## src/rtl/pcc_pkg.sv

```systemverilog
package pcc_pkg;
  typedef enum logic [1:0] {
    PM_RUN   = 2'd0,
    PM_IDLE  = 2'd1,
    PM_PDOWN = 2'd2
  } pmode_e;

  localparam int CFG_W       = 2;
  localparam int CFG_IDLE_BIT = 0;
  localparam int CFG_PD_BIT   = 1;
endpackage

```

## src/rtl/pcc_rst_qual.sv

```systemverilog
module pcc_rst_qual #(
  parameter int SYNC_STAGES = 2,
  parameter int QUAL_CYCLES = 24
) (
  input  logic clk,
  input  logic por_n,
  input  logic pin_i,
  output logic qual_o
);
  localparam int CW = $clog2(QUAL_CYCLES + 1);
  localparam logic [CW-1:0] CNT_FULL = CW'(QUAL_CYCLES);

  logic [SYNC_STAGES-1:0] sync_q;
  logic [CW-1:0]          cnt_q;
  logic [CW-1:0]          cnt_d;

  // synchronizer chain, one flop per stage
  for (genvar s = 0; s < SYNC_STAGES; s++) begin : g_sync
    if (s == 0) begin : g_first
      always_ff @(posedge clk or negedge por_n) begin
        if (!por_n) sync_q[0] <= 1'b0;
        else        sync_q[0] <= pin_i;
      end
    end else begin : g_next
      always_ff @(posedge clk or negedge por_n) begin
        if (!por_n) sync_q[s] <= 1'b0;
        else        sync_q[s] <= sync_q[s-1];
      end
    end
  end

  // count consecutive high samples, saturating; one low sample clears
  always_comb begin
    if (!sync_q[SYNC_STAGES-1])  cnt_d = '0;
    else if (cnt_q == CNT_FULL)  cnt_d = cnt_q;
    else                         cnt_d = cnt_q + 1'b1;
  end

  always_ff @(posedge clk or negedge por_n) begin
    if (!por_n) cnt_q <= '0;
    else        cnt_q <= cnt_d;
  end

  assign qual_o = (cnt_q == CNT_FULL);
endmodule

```

## src/rtl/pcc_mcycle.sv

```systemverilog
module pcc_mcycle #(
  parameter int MC_CLKS = 12
) (
  input  logic clk,
  input  logic por_n,
  input  logic run_en,
  input  logic restart,
  output logic boundary_o
);
  localparam int PW = $clog2(MC_CLKS);
  localparam logic [PW-1:0] PH_LAST = PW'(MC_CLKS - 1);

  logic [PW-1:0] phase_q;
  logic [PW-1:0] phase_d;

  always_comb begin
    phase_d = phase_q;
    if (restart)              phase_d = '0;
    else if (run_en) begin
      if (phase_q == PH_LAST) phase_d = '0;
      else                    phase_d = phase_q + 1'b1;
    end
  end

  always_ff @(posedge clk or negedge por_n) begin
    if (!por_n) phase_q <= '0;
    else        phase_q <= phase_d;
  end

  assign boundary_o = run_en && !restart && (phase_q == PH_LAST);
endmodule

```

## src/rtl/pcc_mode_fsm.sv

```systemverilog
module pcc_mode_fsm
  import pcc_pkg::*;
(
  input  logic   clk,
  input  logic   por_n,
  input  logic   core_rst,
  input  logic   wr_en,
  input  logic   wr_idle,
  input  logic   wr_pd,
  input  logic   irq,
  input  logic   mc_bnd,
  output pmode_e mode_o
);
  pmode_e mode_q, mode_d;
  logic   pend_q, pend_d;

  always_comb begin
    mode_d = mode_q;
    pend_d = pend_q;
    if (core_rst) begin
      mode_d = PM_RUN;
      pend_d = 1'b0;
    end else begin
      case (mode_q)
        PM_RUN: begin
          pend_d = 1'b0;
          if (wr_en && wr_pd)        mode_d = PM_PDOWN;
          else if (wr_en && wr_idle) mode_d = PM_IDLE;
        end
        PM_IDLE: begin
          if (wr_en && wr_pd) begin
            mode_d = PM_PDOWN;
            pend_d = 1'b0;
          end else if (mc_bnd && (pend_q || irq)) begin
            mode_d = PM_RUN;
            pend_d = 1'b0;
          end else if (irq) begin
            pend_d = 1'b1;
          end
        end
        default: begin
          mode_d = PM_PDOWN;  // left only through core_rst
          pend_d = 1'b0;
        end
      endcase
    end
  end

  always_ff @(posedge clk or negedge por_n) begin
    if (!por_n) begin
      mode_q <= PM_RUN;
      pend_q <= 1'b0;
    end else begin
      mode_q <= mode_d;
      pend_q <= pend_d;
    end
  end

  assign mode_o = mode_q;
endmodule

```

## src/rtl/pwr_clk_ctrl.sv

```systemverilog
module pwr_clk_ctrl
  import pcc_pkg::*;
#(
  parameter int SYNC_STAGES = 2,
  parameter int MC_CLKS     = 12,
  parameter int QUAL_MC     = 2
) (
  input  logic             clk_osc,
  input  logic             por_n,
  input  logic             rst_pin,
  input  logic             cfg_we,
  input  logic [CFG_W-1:0] cfg_wdata,
  input  logic             irq_req,
  output logic             cpu_clk_en,
  output logic             periph_clk_en,
  output logic             osc_run,
  output logic             core_reset,
  output logic             mc_boundary
);
  localparam int QUAL_CYCLES = QUAL_MC * MC_CLKS;

  pmode_e mode;
  logic   in_pd;

  pcc_rst_qual #(
    .SYNC_STAGES(SYNC_STAGES),
    .QUAL_CYCLES(QUAL_CYCLES)
  ) qual_i (
    .clk    (clk_osc),
    .por_n  (por_n),
    .pin_i  (rst_pin),
    .qual_o (core_reset)
  );

  pcc_mcycle #(
    .MC_CLKS(MC_CLKS)
  ) mc_i (
    .clk        (clk_osc),
    .por_n      (por_n),
    .run_en     (!in_pd),
    .restart    (core_reset),
    .boundary_o (mc_boundary)
  );

  pcc_mode_fsm fsm_i (
    .clk      (clk_osc),
    .por_n    (por_n),
    .core_rst (core_reset),
    .wr_en    (cfg_we),
    .wr_idle  (cfg_wdata[CFG_IDLE_BIT]),
    .wr_pd    (cfg_wdata[CFG_PD_BIT]),
    .irq      (irq_req),
    .mc_bnd   (mc_boundary),
    .mode_o   (mode)
  );

  assign in_pd         = (mode == PM_PDOWN);
  assign cpu_clk_en    = (mode == PM_RUN);
  assign periph_clk_en = !in_pd;
  // pin asks for the oscillator directly so reset can be qualified from power-down
  assign osc_run       = !in_pd || rst_pin;
endmodule

```

## config.mk

```make
export PLATFORM = sky130hd
export DESIGN_NAME = pwr_clk_ctrl
export DESIGN_NICKNAME = d
export VERILOG_FILES = /design/src/rtl/pcc_pkg.sv /design/src/rtl/pcc_rst_qual.sv /design/src/rtl/pcc_mcycle.sv /design/src/rtl/pcc_mode_fsm.sv /design/src/rtl/pwr_clk_ctrl.sv
export SDC_FILE = /design/constraint.sdc
export NUM_CORES = 1
export LEC_CHECK = 0
export BUFFER_PORTS_ARGS = -buffer_cell sky130_fd_sc_hd__buf_2
export CORE_AREA = 2 2 39 41
export DETAILED_ROUTE_END_ITERATION = 10
export DIE_AREA = 0 0 41 43
export GPL_TIMING_DRIVEN = 0
export PLACE_DENSITY = 0.83
export SLEW_MARGIN = 20
export SYNTH_ARGS = -nofsm -noshare
export SYNTH_HDL_FRONTEND = slang
export SYNTH_SLANG_ARGS = --single-unit
```

## constraint.sdc

```tcl
create_clock -name clk_osc -period 2.2 [get_ports clk_osc]
set_input_delay 0.22 -clock clk_osc [delete_from_list [all_inputs] [get_ports clk_osc]]
set_output_delay 0.22 -clock clk_osc [all_outputs]
set_load 0.02 [all_outputs]
```

# [Word level (Yosys, flattened, before mapping)]
# Index checks and enable logic that the tools add are counted.
[word_totals] register_bits=14 latch_bits=0 mem_bits_rw=0 rom_bits=0 in_bits=7 elab_cells=44 n_memories=0
[op_classes] addsub=2 multipliers=0 div_mod_pow=0 order_cmp=0 n_eq_ne=9 shift=0 n_mux=16 n_bitwise=0 reduce_logical=11
[ops] cell="$mux W4" n=3
[ops] cell="$mux W2" n=5
[ops] cell="$mux W5" n=2
[ops] cell="$add A5 B1 Y5 const B" n=1
[ops] cell="$eq A5 B5 Y1 const B" n=1
[ops] cell="$logic_and A1 B1 Y1" n=5
[ops] cell="$mux W1" n=5
[ops] cell="$ne A5 B3 Y1 const B" n=1
[ops] cell="$add A4 B1 Y4 const B" n=1
[ops] cell="$eq A4 B4 Y1 const B" n=1
[ops] cell="$ne A4 B1 Y1 const B" n=1
[ops] cell="$ne A4 B2 Y1 const B" n=1
[ops] cell="$pmux W2 S2" n=1
[ops] cell="$eq A2 B1 Y1 const B" n=1
[ops] cell="$eq A2 B2 Y1 const B" n=1
[ops] cell="$logic_not A1 Y1" n=2
[ops] cell="$logic_not A2 Y1" n=1
[ops] cell="$logic_or A1 B1 Y1" n=2
[ops] cell="$ne A2 B1 Y1 const B" n=1
[ops] cell="$ne A2 B2 Y1 const B" n=1
[ops] cell="$reduce_and A2 Y1" n=1

# [Depth between registers and ports, before layout]
# Gate-level depths: netlist of the first run.
[depth] depth_word=9 ltp_mapped=6 ltp_nobuf=5

# [By module]
# From an unflattened synthesis of the first run, not the netlist that was laid out.
[hier_totals] hier_cells=65 hier_area_um2=715.7
[modules_own_cells] module="pcc_rst_qual" instances=1 cells_each=29 area_each_um2=337.8 seq_area_each_um2=175.2
[modules_own_cells] module="pcc_mcycle" instances=1 cells_each=22 area_each_um2=225.2 seq_area_each_um2=100.1
[modules_own_cells] module="pcc_mode_fsm" instances=1 cells_each=11 area_each_um2=131.4 seq_area_each_um2=75.1
[modules_own_cells] module="pwr_clk_ctrl" instances=1 cells_each=3 area_each_um2=21.3 seq_area_each_um2=0.0

# [Worst setup path before layout of the first run]
# Ideal clock, no wire load.
[synth_path] path_kind="register to output" start="register qual_i.cnt_q[0]" end="output port mc_boundary" arrival_time_ns=1.524 required_time_ns=1.980 setup_slack_ns=0.456 path_stages_with_launch=6 n_path_buf=1 cell_sequence="dfrtp_1 > inv_1 > ha_1 > and4b_1 > buf_2 > nor3_1"
[synth_via] elab_chain_cells=4
[synth_lines] item="start: declaration" line_no="pcc_rst_qual.sv:14" source="logic [CW-1:0] cnt_q;"
[synth_lines] item="start signal: assignment" line_no="pcc_rst_qual.sv:41" source="else cnt_q <= cnt_d;"
[synth_lines] item="$eq A5 B5 Y1" line_no="pcc_rst_qual.sv:44" source="assign qual_o = (cnt_q == CNT_FULL);"
[synth_lines] item="named net core_reset" line_no="pwr_clk_ctrl.sv:17" source="output logic core_reset,"
[synth_lines] item="$logic_not A1 Y1" line_no="pcc_mcycle.sv:30" source="assign boundary_o = run_en && !restart && (phase_q == PH_LAST);"
[synth_lines] item="$logic_and A1 B1 Y1 (2 in series)" line_no="pcc_mcycle.sv:30"
[synth_lines] item="end: declaration" line_no="pwr_clk_ctrl.sv:18" source="output logic mc_boundary"
# The timed path passes the listed nets, and every way through them passes these cells.

# [Worst setup path in the final report of the first run]
[layout_path] start="register qual_i.cnt_q[0]" end="output port mc_boundary"
[layout_via] elab_chain_cells=4
[layout_lines] item="$eq A5 B5 Y1" line_no="pcc_rst_qual.sv:44"
[layout_lines] item="$logic_not A1 Y1" line_no="pcc_mcycle.sv:30"
[layout_lines] item="$logic_and A1 B1 Y1 (2 in series)" line_no="pcc_mcycle.sv:30"
# No other way between the ends.

==> metrics.yaml, run 1 <==
outcome:
  status: "finished, final reports clean"
logic_synthesis:
  synth.largest_area_cell: "dfrtp_1"
  synthFlopType: "dfrtp_1"
  synthMuxAreaShare_pct: 1.48
  yosys.area_share.simple_pct: 24.3
  synth_warnings: 0
  synth_xor_area_share_pct: 5.19
  ys_ff_latch: 14
  syn_area_um2: 674
  synth_cell_types: 25
  synth_edf_count: 0
  syn_inst: 66
  syn-num-nets: 76
  synth_area_leaders: "dfrtp_1 52%, ha_1 5.6%, xnor2_1 3.9%"
  synth_top_area_share_pct: 51.9
  avgSynthCellArea_um2: 10.2
  synth_seq_area_share_pct: 51.9
  synth_compound_area_share_pct: 6.86
  yosys.cell_count.top_type: "dfrtp_1"
  synth_adder_area_share_pct: 5.57
  async_flop_share_pct: 100
  synth_commonest_cells: "14 x dfrtp_1, 5 x a21oi_1, 5 x nand2_1, 5 x nor2_1, 4 x inv_1"
  synth_top_family_by_area: "simple AND/OR/NAND/NOR gates"
worst_setup_path:
  path_class: "flop to output pin"
  crit_required_ns: 1.98
  worst-path-max-fanout: 10
  end_kind: "output pin"
  arrival_ns: 1.70
  start_kind: "flop"
placed_design:
  gp_routability_congestion: 0.769
  io_buffers: 11
  pre_cts_ws_ns: 0.575
  dp_hpwl_um: 856
global_route:
  grt_max_degree: 15
  overflow: 0
  grt_pass1_vias: 500
  grt_pass1_wl_mm: 1.99
  antenna_found_initial: 0
  grt_usage_pct: 17.0
final_layout:
  finalNetCount: 93
  area_growth_syn_to_layout_pct: 16.0
  drive_above_1_share_pct: 21.0
  fillCellCount: 120
  antennaDiodeCount: 0
clock_network:
  path_clk_slew_ns: 0.08
  clk_latency_ns: 0.28
  cts_buffers: 3
  cts_htree_levels: 1
  cts_num_sinks: 14
  cts_setup_buffers: 0
  cts_buffer_depth: 2
  cts_resized: 0
  postCtsHoldBufs: 1
  tritoncts: "yes"
  cts-root-buf: "clkbuf_4"
timing:
  max_freq_ghz: 0.520
  clock_skew_ns: 0.00474
  max-slew-margin-rel_pct: 79.2
  tns_ns: 0
  finalCritPeriodShare_pct: 87.5
  setup_viol: 0
  setup_ws_ns: 0.276
  rsz0062_at_grt: "false"
  worst_slew_pin_slew_ns: 0.312
  timing_max_transition_violations_final: 0
  hold_violations: 0
  min_period_ns: 1.92
die:
  num_rows: 14
  ios: 12
  die_w_um: 41
  dieArea_um2: 1760
  die_y_um: 43
  core_area_um2: 1380
  initial_core_util_pct: 48.7
min_path:
  hold_path_class: "input port to flop"
pwr:
  leakagePower_nw: 0.382
  powerDensity_nw_per_um2: 736
  ir_drop_uv: 465
routing:
  dr.pass1.iters: 4
  ant_nets: 0
  viasPerCell: 5.38
  drc_errors: 0
  drtIter0Drc: 8
  num_vias: 522
  wl_mm: 1.18
  wl_per_cell_um: 12.1
job:
  drv_cap: 0
==> power by group <==
group | internal, mW | switching, mW
registers | 0.290 | 0.0353
clock network | 0.0636 | 0.0818
logic | 0.0523 | 0.0525
==> cell type report <==
type                       instances  area, µm²  share of cell area (%)
tap                               16       20.0                    2.56
sequential                        14        350                    44.8
buffer                             2       16.3                    2.08
inverter                           4       15.0                    1.92
timing repair buffer              12       65.1                    8.32
multi-input combinational         46        293                    37.4
clock buffer                       3       22.5                    2.88
==> critical path: stages, from the launching register on <==
cell and delay, ns:
dfrtp_1 0.41, inv_1 0.07, ha_1 0.19, and4b_1 0.22, buf_2 0.19, nor3_1 0.17, buf_2 0.18
==> layout by cell type (no fill, tap or decap), types with 4 or more instances in the layout <==
cell type,n
dfrtp_1,14
buf_2,12
nor2_1,5
nand2_1,5
a21oi_1,5
inv_1,4
==> state kept, by name (all words and copies together) (netlist names) <==
register	count
qual_i.cnt_q	5
mc_i.phase_q	4
fsm_i.pend_q	1
fsm_i.mode_o	2
qual_i.sync_q	2
==> path summary, 6_finish.rpt <==
check / from / end / slack, ns / cells past startpoint
worst max register to register: qual_i.cnt_q[0] / fsm_i.mode_o[0] / 0.69 / 6
worst max-delay path: qual_i.cnt_q[0] / mc_boundary / 0.28 / 6
worst min register to register: qual_i.sync_q[0] / qual_i.sync_q[1] / 0.37 / 0
worst min-delay path: rst_pin / qual_i.sync_q[0] / 0.05 / 1
min in group asynchronous: por_n / mc_i.phase_q[1] / 0.35 / 2
max in group asynchronous: por_n / qual_i.cnt_q[4] / 1.61 / 2
==> kinds of logic (layout without fill, tap and decap cells) <==
group / after synthesis / after routing
AOI/OAI and AO/OA: 9 / 9
buffers and inverters: 6 / 21
adders and majority gates: 3 / 3
xor gates and xnor gates: 4 / 4
and+or+nand+nor: 29 / 29
DFF: 14 / 14
muxes: 1 / 1
==> layer usage <==
| layer | share of wire, % | track usage, % | vias to the layer above |
|---|---|---|---|
| li1 | - | - | 253 |
| met1 | 45 | 20.4 | 247 |
| met2 | 48 | 26.6 | 17 |
| met3 | 3.4 | 1.57 | 5 |
| met4 | 3.7 | 12.0 | 0 |
| met5 | 0 | 0 | - |
==> through the flow <==
| stage | util, % | cell area [µm²] | hold slack, ns | total power [mW] | instances |
|---|---|---|---|---|---|
| 5_1_grt | 56.5 | 782 | 0.0433 | 0.615 | 97 |
| 4_1_cts | 56.5 | 782 | 0.0505 | 0.581 | 97 |
| 6_report | 56.5 | 782 | 0.0515 | 0.576 | 97 |
| 3_5_place_dp | 54.2 | 749 | 0.133 | 0.433 | 93 |
| 3_3_place_gp | 54.2 | 749 | 0.126 | 0.427 | 93 |
| 2_1_floorplan | - | 674 | -0.0756 | 0.402 | 66 |
(Power assumes the default switching activity.)
==> run 2: changes to the inputs <==
- CORE_AREA: 2 2 39 41 -> 2 2 42 44
- DIE_AREA: 0 0 41 43 -> 0 0 44 46
- GPL_TIMING_DRIVEN: 0 -> not set
- HOLD_SLACK_MARGIN: not set -> 0.1
- PLACE_DENSITY: 0.83 -> 0.74
==> metrics.yaml, run 2 (synthesized netlist as in run 1, its figures left out) <==
placed_design:
  place_area_um2: 734  # -2.0%
  dp.cells: 92  # -1.1%
  io_buffers: 11  # unchanged
  gp_routability_congestion: 0.767  # -0.32%
  dp_hpwl_um: 800  # -6.5%
worst_setup_path:
  worst-path-max-fanout: 11  # +1
  crit_required_ns: 1.98  # about the same
  r2r-end: "qual_i.cnt_q[1]"
  rrSetupSlack_ns: 0.74  # +0.05 ns
  path_class: "flop to output pin"
  start_kind: "flop"
  arrival_ns: 1.65  # -0.05 ns
  reg2regPathDepth: 5  # -1
  r2r-start: "qual_i.cnt_q[0]"
  end_kind: "output pin"
global_route:
  overflow: 0  # unchanged
  antenna_found_initial: 0  # unchanged
  grt_pass1_vias: 496  # -0.80%
  grt_max_degree: 15  # unchanged
  grt_usage_pct: 13.2  # -3.7 points
  grt_pass1_wl_mm: 1.96  # -1.8%
outcome:
  status: "finished, final reports clean"
clock_network:
  postCtsHoldBufs: 2  # +1
  cts_buffer_depth: 2  # unchanged
  path_clk_slew_ns: 0.08  # about the same
  cts-root-buf: "clkbuf_4"
  cts_setup_buffers: 0  # unchanged
  clk_latency_ns: 0.27  # about the same
  cts_buffers: 3  # unchanged
  cts_htree_levels: 1  # unchanged
  cts_num_sinks: 14  # unchanged
  tritoncts: "yes"
  cts_resized: 0  # unchanged
final_layout:
  largest_register_ffs: 5  # unchanged
  multiInputGateArea_um2: 293  # unchanged
  finalNetCount: 92  # -1.1%
  fillCellCount: 155  # +29%
  top_register: "qual_i.cnt_q"
  final_common_cell: "dfrtp_1"
  seqCellArea_um2: 350  # unchanged
  design_area_um2: 791  # +1.1%
  antennaDiodeCount: 0  # unchanged
  final_cell_mix: "14 x dfrtp_1, 11 x buf_2, 5 x nor2_1, 5 x nand2_1, 5 x a21oi_1"
  drive_above_1_share_pct: 19.8  # -1.2 points
  area_growth_syn_to_layout_pct: 17.3
  fin_cells: 98  # +1.0%
  reg_top3: "qual_i.cnt_q: 5 flops, mc_i.phase_q: 4 flops"
routing:
  num_vias: 491  # -5.9%
  drt-met1-wl_um: 538  # +0.94%
  drc_errors: 0  # unchanged
  viasPerCell: 5.01  # -6.9%
  highest_layer: "met4"
  dr.pass1.iters: 4  # unchanged
  wl_mm: 1.11  # -5.9%
  wl_met3_um: 39  # -2.5%
  drtIter0Drc: 5  # -3
  wl_per_cell_um: 11.3  # -6.9%
  wl_met2_um: 515  # -8.0%
  ant_nets: 0  # unchanged
timing:
  rsz0062_at_grt: "false"
  worst_slew_pin_slew_ns: 0.598  # +0.287 ns
  min_period_ns: 1.87  # -0.0539 ns
  setup_viol: 0  # unchanged
  whs_ns: 0.210  # +0.159 ns
  finalCritPeriodShare_pct: 85.0  # -2.5 points
  timing_max_transition_violations_final: 0  # unchanged
  max-slew-margin-rel_pct: 60.0  # -19 points
  clock_skew_ns: 0.000950  # -0.00379 ns
  max_freq_ghz: 0.535  # +2.9%
  tns_ns: 0  # unchanged
  hold_violations: 0  # unchanged
pwr:
  finalPower_uw: 611  # +6.1%
  ir_drop_uv: 348  # -25%
  leakagePower_nw: 0.382  # about the same
  powerDensity_nw_per_um2: 772  # +4.9%
min_path:
  holdPathStages: 3  # +2
  holdPathEnd: "fsm_i.mode_o[1]"
  hold_start: "cfg_wdata[1]"
  hold_path_class: "input port to flop"
die:
  num_rows: 15  # +1
  core_area_um2: 1610  # +17%
  die_w_um: 44  # +7.3%
  ios: 12  # unchanged
  die_y_um: 46  # +7.0%
  dieArea_um2: 2020  # +15%
  initial_core_util_pct: 41.8  # -7.0 points
job:
  drv_cap: 0  # unchanged
==> run 2: cell count changes in the layout (fill, tap and decap cells not counted) <==
cell / before / now
buf_2: 12 / 11
buf_6: 1 / 0
clkbuf_8: 0 / 1
dlygate4sd3_1: 1 / 2
==> run 2: through the flow <==
| stage | worst slack, ns | utilization, % |
|---|---|---|
| after global placement | 0.671 | 45.5 |
| after detailed placement | 0.631 | 45.5 |
| after CTS | 0.313 | 49.0 |
| final | 0.330 | 49.0 |
| after global routing | 0.199 | 49.0 |
| after floorplan | 0.456 | - |
==> run 2: how the worst max path moves through the flow <==
stage	from	to	slack, ns	cells after the start
after detailed placement	qual_i.cnt_q[0]	mc_boundary	0.63	5
after global routing	qual_i.cnt_q[0]	mc_boundary	0.20	5
final	qual_i.cnt_q[0]	mc_boundary	0.33	5
after global placement	qual_i.cnt_q[0]	mc_boundary	0.67	5
after CTS	qual_i.cnt_q[0]	mc_boundary	0.31	5
after floorplan	qual_i.cnt_q[0]	mc_boundary	0.46	5
==> run 2: metal layers <==
layer / vias to the layer above / GRT usage (%)
met5: - / 0
met4: 0 / 9.09
met3: 2 / 1.19
met2: 12 / 22.1
met1: 225 / 16.2
li1: 252 / -
==> run 2: cell type report <==
| type | count | area share, % |
|---|---|---|
| Clock buffer | 4 | 4.59 |
| Inverter | 4 | 1.90 |
| Multi-Input combinational cell | 46 | 37.0 |
| Sequential cell | 14 | 44.3 |
| Tap cell | 17 | 2.69 |
| Timing Repair Buffer | 13 | 9.49 |
==> run 2: where the power goes <==
group	internal (mW)	leakage [nW]	switching (mW)
Clock	0.101	0.0210	0.0816
Sequential	0.290	0.174	0.0336
Combinational	0.0537	0.187	0.0511
==> run 2: critical path: stages (launching register included) <==
cell and delay, ns:
dfrtp_1 0.40, inv_1 0.06, ha_1 0.18, and4b_1 0.33, nor3_1 0.21, buf_2 0.19
